$ cat src/rtl/evt_irq_pkg.sv
package evt_irq_pkg;

    // Number of status bits that software may clear and mask.
    localparam int unsigned W1C_BITS = 12;
    // Full status width: the clearable bits plus the set-only ready bit.
    localparam int unsigned STS_BITS = W1C_BITS + 1;

    // State of the clock-gate tracker.
    typedef enum logic [1:0] {
        GS_RUN   = 2'd0,
        GS_GATED = 2'd1,
        GS_WAKE  = 2'd2
    } gate_state_e;

    // Update command the tracker hands to the registers.
    typedef enum logic [1:0] {
        UPD_NORMAL = 2'd0,
        UPD_FREEZE = 2'd1,
        UPD_WAKE   = 2'd2
    } upd_mode_e;

endpackage

$ cat src/rtl/evt_irq_gate_fsm.sv
module evt_irq_gate_fsm
    import evt_irq_pkg::*;
(
    input  logic        clk,
    input  logic        rst_n,
    input  logic        clk_on,
    output gate_state_e state_q,
    output upd_mode_e   upd_mode
);

    gate_state_e state_d;

    // Next-state logic.
    always_comb begin
        state_d = state_q;
        unique case (state_q)
            GS_RUN:   if (!clk_on) state_d = GS_GATED;
            GS_GATED: if (clk_on)  state_d = GS_WAKE;
            GS_WAKE:               state_d = GS_RUN;
            default:               state_d = GS_RUN;
        endcase
    end

    // State register.
    always_ff @(posedge clk or negedge rst_n) begin
        if (!rst_n) begin
            state_q <= GS_RUN;
        end else begin
            state_q <= state_d;
        end
    end

    // Output decode.
    always_comb begin
        upd_mode = UPD_NORMAL;
        unique case (state_q)
            GS_RUN:   upd_mode = UPD_NORMAL;
            GS_GATED: upd_mode = UPD_FREEZE;
            GS_WAKE:  upd_mode = UPD_WAKE;
            default:  upd_mode = UPD_FREEZE;
        endcase
    end

endmodule

$ cat src/rtl/evt_irq_status_reg.sv
module evt_irq_status_reg
    import evt_irq_pkg::*;
#(
    parameter int unsigned W1C_W = W1C_BITS
) (
    input  logic              clk,
    input  logic              rst_n,
    input  upd_mode_e         upd_mode,
    input  logic [W1C_W:0]    evt_set,
    input  logic              sts_we,
    input  logic [W1C_W:0]    sts_wdata,
    output logic [W1C_W:0]    sts_q
);

    localparam int unsigned STS_W = W1C_W + 1;

    // After a clock restart both ready flags read as set:
    // the top clearable bit (flash ready) and the set-only bit (controller ready).
    localparam logic [STS_W-1:0] WAKE_VALUE =
        (STS_W'(1) << W1C_W) | (STS_W'(1) << (W1C_W - 1));

    // Clearable bits: an event set beats a same-cycle clear.
    for (genvar gi = 0; gi < W1C_W; gi++) begin : g_w1c
        always_ff @(posedge clk or negedge rst_n) begin
            if (!rst_n) begin
                sts_q[gi] <= 1'b0;
            end else begin
                unique case (upd_mode)
                    UPD_NORMAL: begin
                        if (evt_set[gi]) begin
                            sts_q[gi] <= 1'b1;
                        end else if (sts_we && sts_wdata[gi]) begin
                            sts_q[gi] <= 1'b0;
                        end
                    end
                    UPD_WAKE:   sts_q[gi] <= WAKE_VALUE[gi];
                    UPD_FREEZE: sts_q[gi] <= sts_q[gi];
                    default:    sts_q[gi] <= sts_q[gi];
                endcase
            end
        end
    end

    // Set-only controller-ready bit: the write port cannot clear it.
    always_ff @(posedge clk or negedge rst_n) begin
        if (!rst_n) begin
            sts_q[W1C_W] <= 1'b0;
        end else begin
            unique case (upd_mode)
                UPD_NORMAL: if (evt_set[W1C_W]) sts_q[W1C_W] <= 1'b1;
                UPD_WAKE:   sts_q[W1C_W] <= WAKE_VALUE[W1C_W];
                UPD_FREEZE: sts_q[W1C_W] <= sts_q[W1C_W];
                default:    sts_q[W1C_W] <= sts_q[W1C_W];
            endcase
        end
    end

endmodule

$ cat src/rtl/evt_irq_mask_irq.sv
module evt_irq_mask_irq
    import evt_irq_pkg::*;
#(
    parameter int unsigned          W1C_W    = W1C_BITS,
    parameter logic [W1C_W-1:0]     MASK_RST = '1
) (
    input  logic              clk,
    input  logic              rst_n,
    input  upd_mode_e         upd_mode,
    input  logic              ctl_we,
    input  logic [W1C_W-1:0]  ctl_mask_wdata,
    input  logic [W1C_W:0]    sts_q,
    output logic [W1C_W-1:0]  mask_q,
    output logic              irq
);

    logic [W1C_W-1:0] pending;

    // The mask only loads while the clock is running normally.
    always_ff @(posedge clk or negedge rst_n) begin
        if (!rst_n) begin
            mask_q <= MASK_RST;
        end else if (upd_mode == UPD_NORMAL && ctl_we) begin
            mask_q <= ctl_mask_wdata;
        end
    end

    // A mask bit of one disables its source.
    // The set-only ready bit is excluded from the interrupt.
    always_comb begin
        pending = sts_q[W1C_W-1:0] & ~mask_q;
        irq     = |pending;
    end

endmodule

$ cat src/rtl/evt_irq_status.sv
module evt_irq_status
    import evt_irq_pkg::*;
#(
    parameter int unsigned      W1C_W    = W1C_BITS,
    parameter logic [W1C_W-1:0] MASK_RST = '1
) (
    input  logic              clk,
    input  logic              rst_n,
    input  logic              clk_on,
    input  logic [W1C_W:0]    evt_set,
    input  logic              sts_we,
    input  logic [W1C_W:0]    sts_wdata,
    input  logic              ctl_we,
    input  logic [W1C_W-1:0]  ctl_mask_wdata,
    output logic [W1C_W:0]    sts_q,
    output logic [W1C_W-1:0]  mask_q,
    output logic              irq
);

    gate_state_e gate_state;
    upd_mode_e   upd_mode;

    evt_irq_gate_fsm u_fsm (
        .clk      (clk),
        .rst_n    (rst_n),
        .clk_on   (clk_on),
        .state_q  (gate_state),
        .upd_mode (upd_mode)
    );

    evt_irq_status_reg #(
        .W1C_W (W1C_W)
    ) u_sts (
        .clk       (clk),
        .rst_n     (rst_n),
        .upd_mode  (upd_mode),
        .evt_set   (evt_set),
        .sts_we    (sts_we),
        .sts_wdata (sts_wdata),
        .sts_q     (sts_q)
    );

    evt_irq_mask_irq #(
        .W1C_W    (W1C_W),
        .MASK_RST (MASK_RST)
    ) u_mask (
        .clk            (clk),
        .rst_n          (rst_n),
        .upd_mode       (upd_mode),
        .ctl_we         (ctl_we),
        .ctl_mask_wdata (ctl_mask_wdata),
        .sts_q          (sts_q),
        .mask_q         (mask_q),
        .irq            (irq)
    );

endmodule

$ cat config.mk
export PLATFORM = sky130hd
export DESIGN_NAME = evt_irq_status
export DESIGN_NICKNAME = d
export VERILOG_FILES = /design/src/rtl/evt_irq_pkg.sv /design/src/rtl/evt_irq_gate_fsm.sv /design/src/rtl/evt_irq_status_reg.sv /design/src/rtl/evt_irq_mask_irq.sv /design/src/rtl/evt_irq_status.sv
export SDC_FILE = /design/constraint.sdc
export NUM_CORES = 1
export LEC_CHECK = 0
export CAP_MARGIN = 20
export CORE_ASPECT_RATIO = 0.6
export CORE_MARGIN = 2
export CORE_UTILIZATION = 35
export CTS_CLUSTER_DIAMETER = 100
export DETAILED_ROUTE_END_ITERATION = 10
export PLACE_DENSITY = 0.73
export SETUP_SLACK_MARGIN = 0.15
export SLEW_MARGIN = 20
export SYNTH_ARGS = -nofsm -noshare
export SYNTH_HDL_FRONTEND = slang
export SYNTH_SLANG_ARGS = --single-unit
$ cat constraint.sdc
create_clock -name clk -period 3.1 [get_ports clk]
set_clock_uncertainty 0.15 [all_clocks]
set_input_delay 0.775 -clock clk [delete_from_list [all_inputs] [get_ports clk]]
set_output_delay 0.775 -clock clk [all_outputs]
set_load 0.02 [all_outputs]
==> report_table.html, run 1 <==
<table>
<tr><th>Metric</th><th>Value</th></tr>
<tr><th colspan="2">Timing</th></tr>
<tr><td>Transition time of the tightest slew-check pin</td><td>between 0.8 and 0.9 ns</td></tr>
<tr><td>Worst hold-check slack</td><td>roughly 0.34 ns</td></tr>
<tr><td>Max-slew violation count</td><td>0</td></tr>
<tr><td>Final hold violation count</td><td>0</td></tr>
<tr><td>Max Fclk</td><td>between 300 and 400 MHz</td></tr>
<tr><td>Post-layout worst setup margin</td><td>0.546 ns</td></tr>
<tr><td>Number of endpoints failing setup at the final stage</td><td>0</td></tr>
<tr><td>Total negative slack for setup checks</td><td>0 ns</td></tr>
<tr><td>Final Cycle Share</td><td>0.824</td></tr>
<tr><td>RSZ-0062 raised after global routing</td><td>false</td></tr>
<tr><td>Worst slew margin relative to its limit</td><td>0.458</td></tr>
<tr><td>Post-layout min period</td><td>2.55 ns</td></tr>
<tr><th colspan="2">Global routing</th></tr>
<tr><td>Number of antenna violations at the first check in global routing</td><td>0</td></tr>
<tr><td>Pin count of the biggest net entering global routing</td><td>26</td></tr>
<tr><td>GRT Resource Usage Total</td><td>0.177</td></tr>
<tr><td>Overall overflow remaining after global route</td><td>0</td></tr>
<tr><td>Wire length of the first global-routing pass</td><td>roughly 5.8 mm</td></tr>
<tr><td>Number of global-route vias before repair</td><td>1201</td></tr>
<tr><th colspan="2">Clock network</th></tr>
<tr><td>CTS Buffer Depth</td><td>2</td></tr>
<tr><td>Num Clock Sinks</td><td>27</td></tr>
<tr><td>Worst-Skew Late Latency</td><td>about 0.27 ns</td></tr>
<tr><td>H-tree depth</td><td>1</td></tr>
<tr><td>Cell at the root of the clock tree</td><td>sky130_fd_sc_hd__clkbuf_8</td></tr>
<tr><td>Number of clock buffers inserted by TritonCTS</td><td>3</td></tr>
<tr><td>Clock transition time at the flip-flop clock pins of the worst setup and hold paths</td><td>0.09 ns</td></tr>
<tr><td>TritonCTS clock tree</td><td>yes</td></tr>
<tr><th colspan="2">Logic synthesis</th></tr>
<tr><td>Simple logic cell fraction of the synthesized area</td><td>0.194</td></tr>
<tr><td>Flip-flop and latch count after synthesis</td><td>27</td></tr>
<tr><td>Synth area leader</td><td>sky130_fd_sc_hd__dfrtp_1</td></tr>
<tr><td>Post-Synth Adder-Cell Area</td><td>0</td></tr>
<tr><td>Syn Area/Cell</td><td>~10 µm²</td></tr>
<tr><td>Cell area after technology mapping</td><td>about 1300 µm²</td></tr>
<tr><td>Largest family of logic cells by synthesized area</td><td>simple AND/OR/NAND/NOR gates</td></tr>
<tr><td>Leading cell types by total area after synthesis</td><td>sky130_fd_sc_hd__dfrtp_1 (29%), sky130_fd_sc_hd__dfstp_2 (24%), sky130_fd_sc_hd__mux2_4 (11%), sky130_fd_sc_hd__nor2b_1 (7.2%), sky130_fd_sc_hd__nand2_1 (6.9%)</td></tr>
<tr><td>Synthesized-area fraction occupied by xor and xnor cells</td><td>0</td></tr>
<tr><td>Number of unique standard cell types used by synthesis</td><td>19</td></tr>
<tr><td>Warnings, synthesis</td><td>0</td></tr>
<tr><td>Fraction of synthesized cell area taken by the top area cell type</td><td>0.287</td></tr>
<tr><td>Number of cells produced by synthesis</td><td>125</td></tr>
<tr><td>Synth Area in Compound Gates</td><td>0.114</td></tr>
<tr><td>Sequential fraction of the synthesis area</td><td>0.528</td></tr>
<tr><td>Multiplexer fraction of the synthesized cell area</td><td>0.132</td></tr>
<tr><td>Post-synthesis net count</td><td>168</td></tr>
<tr><th colspan="2">Power</th></tr>
<tr><td>Pwr per Cell Area</td><td>between 500 and 600 nW/µm²</td></tr>
<tr><td>Highest ir drop seen on vdd</td><td>around 0.26 mV</td></tr>
<tr><td>Final Power</td><td>roughly 1.1 mW</td></tr>
<tr><td>Leak</td><td>around 0.85 nW</td></tr>
<tr><th colspan="2">Floorplan</th></tr>
<tr><td>Die ar.</td><td>between 4000 and 5000 µm²</td></tr>
<tr><td>FP Rows</td><td>17</td></tr>
<tr><td>Die width</td><td>82.9 µm</td></tr>
<tr><td>Effective utilization at floorplan</td><td>0.362</td></tr>
<tr><td>Height of the die</td><td>between 50 and 60 µm</td></tr>
<tr><td>Area of the core</td><td>about 3600 µm²</td></tr>
<tr><td>I/O pins</td><td>69</td></tr>
<tr><th colspan="2">Final layout</th></tr>
<tr><td>Antenna diode instance count</td><td>0</td></tr>
<tr><td>Final non-filler cell total</td><td>241</td></tr>
<tr><td>Area added between synthesis and finish</td><td>58.9%</td></tr>
<tr><td>Final layout net count</td><td>between 200 and 250</td></tr>
<tr><td>Layout cell share with drive strength beyond 1</td><td>0.160</td></tr>
<tr><th colspan="2">Place</th></tr>
<tr><td>RePlAce Congestion</td><td>a little under 0.8</td></tr>
<tr><td>Worst setup timing slack at the placement stage</td><td>between 0.5 and 0.6 ns</td></tr>
<tr><td>Count of input and output buffers</td><td>between 60 and 70</td></tr>
<tr><td>Placed wire-length estimate after detailed placement</td><td>~2.8 mm</td></tr>
<tr><td>Placed Cells incl. Taps</td><td>about 240</td></tr>
<tr><th colspan="2">Drt</th></tr>
<tr><td>Post-detailed-route via-to-cell ratio</td><td>~5</td></tr>
<tr><td>Antenna-violating nets left</td><td>0</td></tr>
<tr><td>Number of vias in the routed layout</td><td>between 1000 and 1500</td></tr>
<tr><td>Wire per inst</td><td>15.0 µm</td></tr>
<tr><td>Total Wirelength</td><td>between 3 and 4 mm</td></tr>
<tr><td>Iteration-0 DRC count of the detailed router</td><td>50</td></tr>
<tr><td>Post-route DRC</td><td>0</td></tr>
<tr><td>DR pass1 iterations</td><td>6</td></tr>
<tr><th colspan="2">Setup path</th></tr>
<tr><td>Data arrival, critical path</td><td>between 1.5 and 2 ns</td></tr>
<tr><td>Crit Path Category</td><td>reg2out</td></tr>
<tr><td>CP startpoint kind</td><td>register</td></tr>
<tr><td>Data required time of the worst path</td><td>~2.2 ns</td></tr>
<tr><td>Sort of element at the end of the critical path</td><td>output port</td></tr>
<tr><td>Maximum fanout count along the critical path</td><td>3</td></tr>
<tr><th colspan="2">Hold path</th></tr>
<tr><td>Min-Delay Path Class</td><td>reg2reg</td></tr>
<tr><th colspan="2">Status</th></tr>
<tr><td>Outcome</td><td>finished clean</td></tr>
<tr><th colspan="2">Job</th></tr>
<tr><td>Number of maximum-capacitance constraint violations</td><td>0</td></tr>
</table>
-- repair_timing --
| action | in CTS | in global routing |
|---|---|---|
| setup endpoints to repair | 0 | 1 |
| buffers inserted | 0 | 0 |
| gates resized for setup | 0 | 1 |
| hold buffers | 0 | 0 |
-- Yosys cell counts --
library cell and n:
sky130_fd_sc_hd__buf_2 3, sky130_fd_sc_hd__buf_6 1, sky130_fd_sc_hd__nor2_1 5, sky130_fd_sc_hd__and2_4 1, sky130_fd_sc_hd__o21bai_1 1, sky130_fd_sc_hd__clkbuf_1 1, sky130_fd_sc_hd__and2b_1 4, sky130_fd_sc_hd__inv_1 3
sky130_fd_sc_hd__dfrtp_1 15, sky130_fd_sc_hd__nor2b_1 15, sky130_fd_sc_hd__mux2_4 10, sky130_fd_sc_hd__mux2_2 2, sky130_fd_sc_hd__nand2_1 24, sky130_fd_sc_hd__o21ai_0 12, sky130_fd_sc_hd__a21oi_1 11, sky130_fd_sc_hd__a2111oi_0 3
sky130_fd_sc_hd__nand3_1 1, sky130_fd_sc_hd__nand3b_1 1, sky130_fd_sc_hd__dfstp_2 12
-- through the flow --
| stage | utilization | area [µm²] |
|---|---|---|
| global placement | 0.561 | 2030 |
| floorplan | - | 1310 |
| CTS | 0.574 | 2070 |
| global route | 0.574 | 2080 |
| detailed placement | 0.561 | 2030 |
| finish | 0.574 | 2080 |
-- cells in the final DEF (no fill, tap or decap), types with 2 or more instances in the layout --
cell type	count
sky130_fd_sc_hd__o21ai_0	12
sky130_fd_sc_hd__nor2b_1	15
sky130_fd_sc_hd__mux2_4	10
sky130_fd_sc_hd__buf_4	3
sky130_fd_sc_hd__and2b_1	4
sky130_fd_sc_hd__clkbuf_8	3
sky130_fd_sc_hd__a21oi_1	11
sky130_fd_sc_hd__dfstp_2	12
sky130_fd_sc_hd__mux2_2	2
sky130_fd_sc_hd__clkdlybuf4s50_1	66
sky130_fd_sc_hd__a2111oi_0	3
sky130_fd_sc_hd__nand2_1	24
sky130_fd_sc_hd__dfrtp_1	15
sky130_fd_sc_hd__nor2_1	5
sky130_fd_sc_hd__inv_1	3
-- state kept, by name, indices dropped and copies added, names as in the netlist --
name / cells
u_sts.sts_q: 13
u_fsm.state_q: 2
u_mask.mask_q: 12
-- kinds of logic after synthesis --
| logic type | Yosys count |
|---|---|
| flip-flops | 27 |
| AND/OR/NAND/NOR | 51 |
| AO/OA/AOI/OAI | 27 |
| multiplexers | 12 |
| buffers and inverters | 8 |
-- area by class of cell --
type,instances,area [µm²]
inverters,3,11.3
well taps,47,58.8
repair buffers,70,696
flip-flops and latches,27,691
multi-input cells,90,576
clock buffers,4,45.0
fillers,313,1540
-- layer usage --
layer,up-vias,share of wire,global-route usage
met5,-,0,0
met4,0,0.0036,0.0328
met3,2,0.083,0.0662
met2,52,0.44,0.292
met1,566,0.47,0.228
li1,559,-,-
-- critical path: stages (launching register included) --
cell and delay [ns]:
sky130_fd_sc_hd__dfstp_2 0.55, sky130_fd_sc_hd__nor2b_1 0.06, sky130_fd_sc_hd__a2111oi_0 0.37, sky130_fd_sc_hd__nand3_1 0.13
sky130_fd_sc_hd__dlymetal6s2s_1 0.25
-- path summary, 6_finish.rpt --
kind,slack (ns),endpoint,cells after the start,startpoint
max in group asynchronous,1.28,u_mask.mask_q[5],2,rst_n
max reg2reg,1.44,u_mask.mask_q[10],3,u_fsm.state_q[1]
min reg2reg,0.34,u_sts.sts_q[12],1,u_sts.sts_q[12]
min,0.34,u_sts.sts_q[12],1,u_sts.sts_q[12]
max,0.55,irq,4,u_mask.mask_q[10]
min in group asynchronous,0.82,u_sts.sts_q[12],1,rst_n
-- report_power, final --
| part | internal, mW | switching (mW) | total, mW |
|---|---|---|---|
| Combinational | 0.217 | 0.164 | 0.381 |
| Clock | 0.0920 | 0.106 | 0.198 |
| Sequential | 0.433 | 0.0612 | 0.494 |
No activity file was read; power rests on OpenSTA's default activity.
==> run 2: changes to the inputs <==
--- a/config.mk
+++ b/config.mk
@@ -11,7 +11,7 @@
 export CORE_UTILIZATION = 35
 export CTS_CLUSTER_DIAMETER = 100
 export DETAILED_ROUTE_END_ITERATION = 10
-export PLACE_DENSITY = 0.73
+export PLACE_DENSITY = 0.76
 export SETUP_SLACK_MARGIN = 0.15
 export SLEW_MARGIN = 20
 export SYNTH_ARGS = -nofsm -noshare
==> constraint.sdc (replaced) <==
create_clock -name clk -period 2.1 [get_ports clk]
set_clock_uncertainty 0.15 [all_clocks]
set_input_delay 0.525 -clock clk [delete_from_list [all_inputs] [get_ports clk]]
set_output_delay 0.525 -clock clk [all_outputs]
set_load 0.02 [all_outputs]
==> report_table.html, run 2 (same netlist as run 1, synthesis figures left out) <==
<table>
<tr><th>Metric</th><th>Value</th></tr>
<tr><th colspan="2">Clock network</th></tr>
<tr><td>CTS Buffer Depth</td><td>2 (unchanged)</td></tr>
<tr><td>Cell at the root of the clock tree</td><td>sky130_fd_sc_hd__clkbuf_8</td></tr>
<tr><td>TritonCTS clock tree</td><td>yes</td></tr>
<tr><td>H-tree depth</td><td>1 (unchanged)</td></tr>
<tr><td>Num Clock Sinks</td><td>27 (unchanged)</td></tr>
<tr><td>Worst-Skew Late Latency</td><td>0.28 ns (about the same)</td></tr>
<tr><td>Number of clock buffers inserted by TritonCTS</td><td>3 (unchanged)</td></tr>
<tr><td>Number of setup buffers added after CTS</td><td>0 (unchanged)</td></tr>
<tr><td>Clock transition time at the flip-flop clock pins of the worst setup and hold paths</td><td>0.09 ns (about the same)</td></tr>
<tr><th colspan="2">Final layout</th></tr>
<tr><td>Antenna diode instance count</td><td>0 (unchanged)</td></tr>
<tr><td>Fillcell total</td><td>303 (-3.2%)</td></tr>
<tr><td>Final Instance Area</td><td>2310 µm² (+11%)</td></tr>
<tr><td>Register bank with the most flops</td><td>u_sts.sts_q</td></tr>
<tr><td>Layout cell share with drive strength beyond 1</td><td>0.305 (+0.145)</td></tr>
<tr><td>Most common cell after layout, fill and taps aside</td><td>sky130_fd_sc_hd__clkdlybuf4s50_1</td></tr>
<tr><td>Area taken by multi-input logic gates</td><td>637 µm² (+11%)</td></tr>
<tr><td>Commonest cells after routing, fill and taps aside</td><td>sky130_fd_sc_hd__clkdlybuf4s50_1 (41), sky130_fd_sc_hd__buf_4 (29), sky130_fd_sc_hd__nand2_1 (24)</td></tr>
<tr><td>Area added between synthesis and finish</td><td>76.9%</td></tr>
<tr><td>Final layout net count</td><td>264 (+11%)</td></tr>
<tr><td>Register cell area after layout</td><td>691 µm² (unchanged)</td></tr>
<tr><td>Max reg flops</td><td>13 (unchanged)</td></tr>
<tr><td>Largest registers in the final layout</td><td>u_sts.sts_q x13, u_mask.mask_q x12, u_fsm.state_q x2</td></tr>
<tr><th colspan="2">Setup path</th></tr>
<tr><td>Critical R2R Launch</td><td>u_fsm.state_q[1]</td></tr>
<tr><td>Data arrival, critical path</td><td>1.60 ns (-0.03 ns)</td></tr>
<tr><td>Critical-path cell list</td><td>nor2b_2, a2111oi_4, buf_4, nand3_4, buf_6</td></tr>
<tr><td>CP startpoint kind</td><td>register</td></tr>
<tr><td>Crit-path max cell delay</td><td>0.55 ns (about the same)</td></tr>
<tr><td>Setup slack, reg-to-reg</td><td>0.69 ns (-0.75 ns)</td></tr>
<tr><td>Worst-case reg-to-reg path depth</td><td>3 (unchanged)</td></tr>
<tr><td>Terminus of the critical flop-to-flop path</td><td>u_mask.mask_q[11]</td></tr>
<tr><td>Sort of element at the end of the critical path</td><td>output port</td></tr>
<tr><td>Crit path buffers/inverters</td><td>2 (+1)</td></tr>
<tr><td>Data required time of the worst path</td><td>1.42 ns (-0.75 ns)</td></tr>
<tr><td>Family of cells with the greatest summed delay on the critical path</td><td>flip-flops</td></tr>
<tr><td>Maximum fanout count along the critical path</td><td>2 (-1)</td></tr>
<tr><td>Critical path's slowest cell</td><td>sky130_fd_sc_hd__dfstp_2</td></tr>
<tr><td>Crit Path Category</td><td>reg2out</td></tr>
<tr><th colspan="2">Place</th></tr>
<tr><td>Worst setup timing slack at the placement stage</td><td>-0.498 ns (-1.00 ns)</td></tr>
<tr><td>Placed wire-length estimate after detailed placement</td><td>2.88 mm (+2.7%)</td></tr>
<tr><td>Count of input and output buffers</td><td>67 (unchanged)</td></tr>
<tr><td>RePlAce Congestion</td><td>0.750 (-2.5%)</td></tr>
<tr><td>Post-place instance area</td><td>2220 µm² (+9.6%)</td></tr>
<tr><th colspan="2">Timing</th></tr>
<tr><td>Final Cycle Share</td><td>1.08</td></tr>
<tr><td>Post-layout worst setup margin</td><td>-0.175 ns (-0.720 ns)</td></tr>
<tr><td>Max Fclk</td><td>roughly 440 MHz</td></tr>
<tr><td>Transition time of the tightest slew-check pin</td><td>0.404 ns (-0.406 ns)</td></tr>
<tr><td>Number of endpoints failing setup at the final stage</td><td>1 (+1)</td></tr>
<tr><td>Post-layout min period</td><td>about 2.3 ns</td></tr>
<tr><td>RSZ-0062 raised after global routing</td><td>true</td></tr>
<tr><td>Max-slew violation count</td><td>0 (unchanged)</td></tr>
<tr><td>Final hold violation count</td><td>0 (unchanged)</td></tr>
<tr><td>Worst slew margin relative to its limit</td><td>0.730 (+0.272)</td></tr>
<tr><th colspan="2">Power</th></tr>
<tr><td>Leak</td><td>0.995 nW (+17%)</td></tr>
<tr><td>Highest ir drop seen on vdd</td><td>0.352 mV (+33%)</td></tr>
<tr><td>Pwr per Cell Area</td><td>744 nW/µm² (+44%)</td></tr>
<tr><th colspan="2">Floorplan</th></tr>
<tr><td>Die ar.</td><td>4260 µm² (unchanged)</td></tr>
<tr><td>FP Rows</td><td>17 (unchanged)</td></tr>
<tr><td>Die width</td><td>82.9 µm (unchanged)</td></tr>
<tr><td>Effective utilization at floorplan</td><td>0.362 (unchanged)</td></tr>
<tr><td>I/O pins</td><td>69 (unchanged)</td></tr>
<tr><td>Area of the core</td><td>3620 µm² (unchanged)</td></tr>
<tr><td>Height of the die</td><td>51.3 µm (unchanged)</td></tr>
<tr><th colspan="2">Status</th></tr>
<tr><td>Failing checks</td><td>setup timing</td></tr>
<tr><td>Outcome</td><td>finished, violations left</td></tr>
<tr><th colspan="2">Global routing</th></tr>
<tr><td>Pin count of the biggest net entering global routing</td><td>28 (+7.7%)</td></tr>
<tr><td>Overall overflow remaining after global route</td><td>0 (unchanged)</td></tr>
<tr><td>Number of antenna violations at the first check in global routing</td><td>0 (unchanged)</td></tr>
<tr><td>Wire length of the first global-routing pass</td><td>6.05 mm (+4.7%)</td></tr>
<tr><td>Number of global-route vias before repair</td><td>1251 (+4.2%)</td></tr>
<tr><td>GRT Resource Usage Total</td><td>0.186 (+0.00863)</td></tr>
<tr><th colspan="2">Job</th></tr>
<tr><td>Number of maximum-capacitance constraint violations</td><td>0 (unchanged)</td></tr>
<tr><th colspan="2">Hold path</th></tr>
<tr><td>Min-Delay Path Class</td><td>reg2reg</td></tr>
<tr><td>WHS Endpoint</td><td>u_sts.sts_q[12]</td></tr>
<tr><td>Cell count of the worst hold path</td><td>1 (unchanged)</td></tr>
<tr><td>Startpoint of the most critical hold path</td><td>u_sts.sts_q[12]</td></tr>
<tr><th colspan="2">Drt</th></tr>
<tr><td>Post-route DRC</td><td>0 (unchanged)</td></tr>
<tr><td>Number of vias in the routed layout</td><td>1245 (+5.6%)</td></tr>
<tr><td>Wire per inst</td><td>13.8 µm (-7.8%)</td></tr>
<tr><td>DR pass1 iterations</td><td>4 (-2)</td></tr>
<tr><td>Antenna-violating nets left</td><td>0 (unchanged)</td></tr>
<tr><td>Total Wirelength</td><td>3.69 mm (+2.1%)</td></tr>
<tr><td>Post-detailed-route via-to-cell ratio</td><td>4.66 (-4.7%)</td></tr>
<tr><td>Iteration-0 DRC count of the detailed router</td><td>43 (-14%)</td></tr>
</table>
run 2: cell types whose count changed in the layout (fill, tap and decap cells not counted), moves of 2 or more:
cell,before,now
sky130_fd_sc_hd__clkbuf_2,0,2
sky130_fd_sc_hd__clkdlybuf4s50_1,66,41
sky130_fd_sc_hd__nor2b_1,15,13
sky130_fd_sc_hd__a2111oi_4,0,2
sky130_fd_sc_hd__clkdlybuf4s15_1,0,10
sky130_fd_sc_hd__a2111oi_0,3,0
sky130_fd_sc_hd__buf_4,3,29
sky130_fd_sc_hd__nor2b_2,0,2
sky130_fd_sc_hd__dlygate4sd2_1,0,12
run 2: stage by stage:
stage                     power [mW]   util  cells  hold WS (ns)  TNS (ns)
final                           1.72  0.640    267         0.332    -0.175
after global placement          1.41  0.615    263         0.310    -0.380
after CTS                       1.71  0.630    267         0.340    -0.196
after detailed placement        1.43  0.615    263         0.318    -0.498
after floorplan                0.992      -    125        0.0794         0
after global routing            1.83  0.640    267         0.356    -0.260
run 2: worst max-delay path by stage:
stage | from | to | slack, ns | depth (start not counted)
global route | u_mask.mask_q[0] | irq | -0.26 | 5
detailed placement | u_mask.mask_q[2] | irq | -0.50 | 5
CTS | u_mask.mask_q[10] | irq | -0.20 | 5
finish | u_mask.mask_q[0] | irq | -0.17 | 5
global placement | u_mask.mask_q[2] | irq | -0.38 | 5
floorplan | u_mask.mask_q[8] | irq | 0.18 | 3
run 2: what timing repair did:
action | in CTS | in global routing
pin swaps | 1 | 1
hold buffers | 0 | 0
resized for setup | 38 | 19
setup endpoints to repair | 25 | 14
run 2: per-layer routing:
| metal | part of all wire | GRT usage | vias up |
|---|---|---|---|
| li1 | - | - | 607 |
| met1 | 0.44 | 0.232 | 587 |
| met2 | 0.48 | 0.317 | 44 |
| met3 | 0.063 | 0.0549 | 7 |
| met4 | 0.015 | 0.0574 | 0 |
| met5 | 0 | 0 | - |
run 2: final cells by class:
| cell class | count | area share |
|---|---|---|
| Timing Repair Buffer | 96 | 0.375 |
| Clock inverter | 1 | 0.00324 |
| Tap cell | 47 | 0.0254 |
| Sequential cell | 27 | 0.299 |
| Multi-Input combinational cell | 90 | 0.275 |
| Inverter | 3 | 0.00487 |
| Clock buffer | 3 | 0.0178 |
run 2: power breakdown:
group	leakage [nW]	internal [mW]	switching, mW
logic	0.684	0.394	0.330
registers	0.290	0.636	0.0546
clock network	0.0217	0.135	0.170
==> run 3: changes to the inputs <==
--- a/config.mk
+++ b/config.mk
@@ -5,13 +5,14 @@
 export SDC_FILE = /design/constraint.sdc
 export NUM_CORES = 1
 export LEC_CHECK = 0
+export ABC_AREA = 1
 export CAP_MARGIN = 20
 export CORE_ASPECT_RATIO = 0.6
 export CORE_MARGIN = 2
 export CORE_UTILIZATION = 35
-export CTS_CLUSTER_DIAMETER = 100
+export CTS_CLUSTER_DIAMETER = 60
 export DETAILED_ROUTE_END_ITERATION = 10
-export PLACE_DENSITY = 0.76
+export PLACE_DENSITY = 0.75
 export SETUP_SLACK_MARGIN = 0.15
 export SLEW_MARGIN = 20
 export SYNTH_ARGS = -nofsm -noshare
==> report_table.html, run 3 <==
<table>
<tr><th>Metric</th><th>Value</th></tr>
<tr><th colspan="2">Place</th></tr>
<tr><td>Placed Cells incl. Taps</td><td>259 (-1.5%)</td></tr>
<tr><td>RePlAce Congestion</td><td>0.740 (-1.3%)</td></tr>
<tr><td>Placed wire-length estimate after detailed placement</td><td>2.51 mm (-13%)</td></tr>
<tr><td>Post-place instance area</td><td>2030 µm² (-8.7%)</td></tr>
<tr><td>Count of input and output buffers</td><td>67 (unchanged)</td></tr>
<tr><th colspan="2">Final layout</th></tr>
<tr><td>Commonest cells after routing, fill and taps aside</td><td>sky130_fd_sc_hd__nand2_1 (43), sky130_fd_sc_hd__clkdlybuf4s50_1 (42), sky130_fd_sc_hd__dlygate4sd2_1 (24)</td></tr>
<tr><td>Final layout net count</td><td>260 (-1.5%)</td></tr>
<tr><td>Layout cell share with drive strength beyond 1</td><td>0.227 (-0.0777)</td></tr>
<tr><td>Area taken by multi-input logic gates</td><td>533 µm² (-16%)</td></tr>
<tr><td>Final Instance Area</td><td>2050 µm² (-11%)</td></tr>
<tr><td>Max reg flops</td><td>13 (unchanged)</td></tr>
<tr><td>Largest registers in the final layout</td><td>u_sts.sts_q x13, u_mask.mask_q x12, u_fsm.state_q x2</td></tr>
<tr><td>Register cell area after layout</td><td>691 µm² (unchanged)</td></tr>
<tr><td>Final non-filler cell total</td><td>263 (-1.5%)</td></tr>
<tr><td>Area added between synthesis and finish</td><td>54.4%</td></tr>
<tr><td>Antenna diode instance count</td><td>0 (unchanged)</td></tr>
<tr><td>Most common cell after layout, fill and taps aside</td><td>sky130_fd_sc_hd__nand2_1</td></tr>
<tr><td>Utilization after layout</td><td>0.560 (-0.0799)</td></tr>
<tr><td>Register bank with the most flops</td><td>u_sts.sts_q</td></tr>
<tr><td>Fillcell total</td><td>364 (+20%)</td></tr>
<tr><th colspan="2">Power</th></tr>
<tr><td>Leak</td><td>0.945 nW (-5.1%)</td></tr>
<tr><td>Pwr per Cell Area</td><td>723 nW/µm² (-2.8%)</td></tr>
<tr><td>Highest ir drop seen on vdd</td><td>0.354 mV (+0.83%)</td></tr>
<tr><th colspan="2">Setup path</th></tr>
<tr><td>Sort of element at the end of the critical path</td><td>output port</td></tr>
<tr><td>CP startpoint kind</td><td>register</td></tr>
<tr><td>Maximum fanout count along the critical path</td><td>2 (unchanged)</td></tr>
<tr><td>Data arrival, critical path</td><td>1.33 ns (-0.27 ns)</td></tr>
<tr><td>Crit Path Category</td><td>reg2out</td></tr>
<tr><td>Data required time of the worst path</td><td>1.42 ns (about the same)</td></tr>
<tr><th colspan="2">Drt</th></tr>
<tr><td>Iteration-0 DRC count of the detailed router</td><td>21 (-51%)</td></tr>
<tr><td>Post-detailed-route via-to-cell ratio</td><td>4.49 (-3.8%)</td></tr>
<tr><td>Wire per inst</td><td>12.5 µm (-9.7%)</td></tr>
<tr><td>DR pass1 iterations</td><td>4 (unchanged)</td></tr>
<tr><td>Total Wirelength</td><td>3.28 mm (-11%)</td></tr>
<tr><td>Post-route DRC</td><td>0 (unchanged)</td></tr>
<tr><td>Number of vias in the routed layout</td><td>1180 (-5.2%)</td></tr>
<tr><td>Antenna-violating nets left</td><td>0 (unchanged)</td></tr>
<tr><th colspan="2">Global routing</th></tr>
<tr><td>GRT Resource Usage Total</td><td>0.158 (-0.0277)</td></tr>
<tr><td>Pin count of the biggest net entering global routing</td><td>28 (unchanged)</td></tr>
<tr><td>Number of global-route vias before repair</td><td>1119 (-11%)</td></tr>
<tr><td>Wire length of the first global-routing pass</td><td>5.33 mm (-12%)</td></tr>
<tr><td>Overall overflow remaining after global route</td><td>0 (unchanged)</td></tr>
<tr><td>Number of antenna violations at the first check in global routing</td><td>0 (unchanged)</td></tr>
<tr><th colspan="2">Floorplan</th></tr>
<tr><td>FP Rows</td><td>17 (unchanged)</td></tr>
<tr><td>Area of the core</td><td>3660 µm² (+1.2%)</td></tr>
<tr><td>Height of the die</td><td>51.7 µm (+0.65%)</td></tr>
<tr><td>Die width</td><td>83.5 µm (+0.68%)</td></tr>
<tr><td>I/O pins</td><td>69 (unchanged)</td></tr>
<tr><td>Die ar.</td><td>4310 µm² (+1.3%)</td></tr>
<tr><td>Effective utilization at floorplan</td><td>0.363 (+0.000925)</td></tr>
<tr><th colspan="2">Logic synthesis</th></tr>
<tr><td>Leading cell types by total area after synthesis</td><td>sky130_fd_sc_hd__dfrtp_1 (28%), sky130_fd_sc_hd__dfstp_2 (24%), sky130_fd_sc_hd__nand2_1 (12%), sky130_fd_sc_hd__a21oi_2 (7.3%), sky130_fd_sc_hd__nand3_1 (5.3%)</td></tr>
<tr><td>Warnings, synthesis</td><td>0 (unchanged)</td></tr>
<tr><td>Count of flip-flops with a built-in enable after synthesis</td><td>0 (unchanged)</td></tr>
<tr><td>Synth area leader</td><td>sky130_fd_sc_hd__dfrtp_1</td></tr>
<tr><td>Proportion of register bits with asynchronous set or reset after synthesis</td><td>1.00 (unchanged)</td></tr>
<tr><td>Number of unique standard cell types used by synthesis</td><td>19 (unchanged)</td></tr>
<tr><td>Cell area after technology mapping</td><td>1330 µm² (+1.4%)</td></tr>
<tr><td>Post-synthesis net count</td><td>190 (+13%)</td></tr>
<tr><td>Flip-flop cell with the highest count after synthesis</td><td>sky130_fd_sc_hd__dfrtp_1</td></tr>
<tr><td>Fraction of synthesized cell area taken by the top area cell type</td><td>0.283 (-0.00406)</td></tr>
<tr><td>Sequential fraction of the synthesis area</td><td>0.521 (-0.00747)</td></tr>
<tr><td>Number of cells produced by synthesis</td><td>147 (+18%)</td></tr>
<tr><td>Flip-flop and latch count after synthesis</td><td>27 (unchanged)</td></tr>
<tr><td>Most frequent cell after synthesis</td><td>sky130_fd_sc_hd__nand2_1</td></tr>
<tr><td>Syn Area/Cell</td><td>9.02 µm² (-14%)</td></tr>
<tr><td>Most frequent cells after synthesis</td><td>sky130_fd_sc_hd__nand2_1 (43), sky130_fd_sc_hd__dfrtp_1 (15), sky130_fd_sc_hd__nand3_1 (14)</td></tr>
<tr><th colspan="2">Clock network</th></tr>
<tr><td>TritonCTS clock tree</td><td>yes</td></tr>
<tr><td>CTS Buffer Depth</td><td>2 (unchanged)</td></tr>
<tr><td>Num Clock Sinks</td><td>27 (unchanged)</td></tr>
<tr><td>Number of clock buffers inserted by TritonCTS</td><td>3 (unchanged)</td></tr>
<tr><td>H-tree depth</td><td>1 (unchanged)</td></tr>
<tr><td>Worst-Skew Late Latency</td><td>0.27 ns (about the same)</td></tr>
<tr><td>Clock transition time at the flip-flop clock pins of the worst setup and hold paths</td><td>0.09 ns (about the same)</td></tr>
<tr><td>Cell at the root of the clock tree</td><td>sky130_fd_sc_hd__clkbuf_8</td></tr>
<tr><th colspan="2">Timing</th></tr>
<tr><td>Final hold violation count</td><td>0 (unchanged)</td></tr>
<tr><td>Max Fclk</td><td>500 MHz (+14%)</td></tr>
<tr><td>Max-slew violation count</td><td>0 (unchanged)</td></tr>
<tr><td>Post-layout min period</td><td>2.00 ns (-0.273 ns)</td></tr>
<tr><td>Transition time of the tightest slew-check pin</td><td>0.479 ns (+0.0750 ns)</td></tr>
<tr><td>Number of endpoints failing setup at the final stage</td><td>0 (-1)</td></tr>
<tr><td>Total negative slack for setup checks</td><td>0 ns (+0.175 ns)</td></tr>
<tr><td>Worst slew margin relative to its limit</td><td>0.680 (-0.0505)</td></tr>
<tr><td>RSZ-0062 raised after global routing</td><td>true</td></tr>
<tr><td>Final Cycle Share</td><td>0.953 (-0.130)</td></tr>
<tr><th colspan="2">Job</th></tr>
<tr><td>Number of maximum-capacitance constraint violations</td><td>0 (unchanged)</td></tr>
<tr><th colspan="2">Status</th></tr>
<tr><td>Outcome</td><td>finished clean</td></tr>
<tr><th colspan="2">Hold path</th></tr>
<tr><td>Min-Delay Path Class</td><td>reg2reg</td></tr>
</table>
==> run 3: metal layers <==
metal	share of wire	vias to the layer above	GRT usage
met3	0.072	2	0.0619
met4	0.0012	0	0.0161
met1	0.52	540	0.223
li1	-	602	-
met2	0.41	36	0.241
met5	0	-	0
==> run 3: timing repair <==
| action | CTS | global route |
|---|---|---|
| resized for setup | 28 | 9 |
| pin swaps | 0 | 3 |
| endpoints found under the setup margin | 25 | 1 |
| buffers inserted | 0 | 0 |
| endpoints found under the hold margin | 0 | 0 |
| hold buffers | 0 | 0 |
==> run 3: layout make-up <==
| class | instances | share of cell area |
|---|---|---|
| Sequential cell | 27 | 0.337 |
| Timing Repair Buffer | 71 | 0.328 |
| Multi-Input combinational cell | 101 | 0.260 |
| Tap cell | 47 | 0.0287 |
| Inverter | 13 | 0.0238 |
| Clock buffer | 4 | 0.0220 |
==> run 3: final timing paths <==
check | end | cells after the start | from | slack, ns
max reg2reg | u_sts.sts_q[9] | 3 | u_fsm.state_q[0] | 0.65
max in group asynchronous | u_mask.mask_q[11] | 2 | rst_n | 1.04
min | u_mask.mask_q[1] | 2 | u_mask.mask_q[1] | 0.32
max | irq | 6 | u_mask.mask_q[9] | 0.1
min in group asynchronous | u_sts.sts_q[10] | 2 | rst_n | 0.46
min reg2reg | u_mask.mask_q[1] | 2 | u_mask.mask_q[1] | 0.32
==> run 3: critical path, stage by stage (launching register included) <==
cell	delay (ns)
sky130_fd_sc_hd__dfstp_2	0.55
sky130_fd_sc_hd__inv_2	0.04
sky130_fd_sc_hd__nand2_1	0.04
sky130_fd_sc_hd__o21ai_1	0.05
sky130_fd_sc_hd__nor2_1	0.13
sky130_fd_sc_hd__nand3_1	0.10
sky130_fd_sc_hd__buf_6	0.14
==> run 3: where the power goes <==
part | internal, mW | switching (mW) | leakage, nW | total, mW
clock | 0.136 | 0.158 | 0.0228 | 0.293
sequential | 0.625 | 0.0625 | 0.294 | 0.688
combinational | 0.228 | 0.271 | 0.628 | 0.500
total | 0.990 | 0.492 | 0.945 | 1.48
==> run 3: cells by family after synthesis <==
kind of cell    Yosys count  synth area share
flops                    27             0.521
simple gates             76             0.256
compound gates           25             0.146
buf+inv                  19            0.0773
==> run 3: stage by stage <==
stage	total power [mW]	hold slack, ns	setup slack, ns
4_1_cts	1.49	0.334	0.0726
2_1_floorplan	0.957	0.0794	0.404
5_1_grt	1.57	0.337	0.0199
3_3_place_gp	1.24	0.308	0.00404
3_5_place_dp	1.25	0.301	-0.0121
6_report	1.48	0.322	0.0985
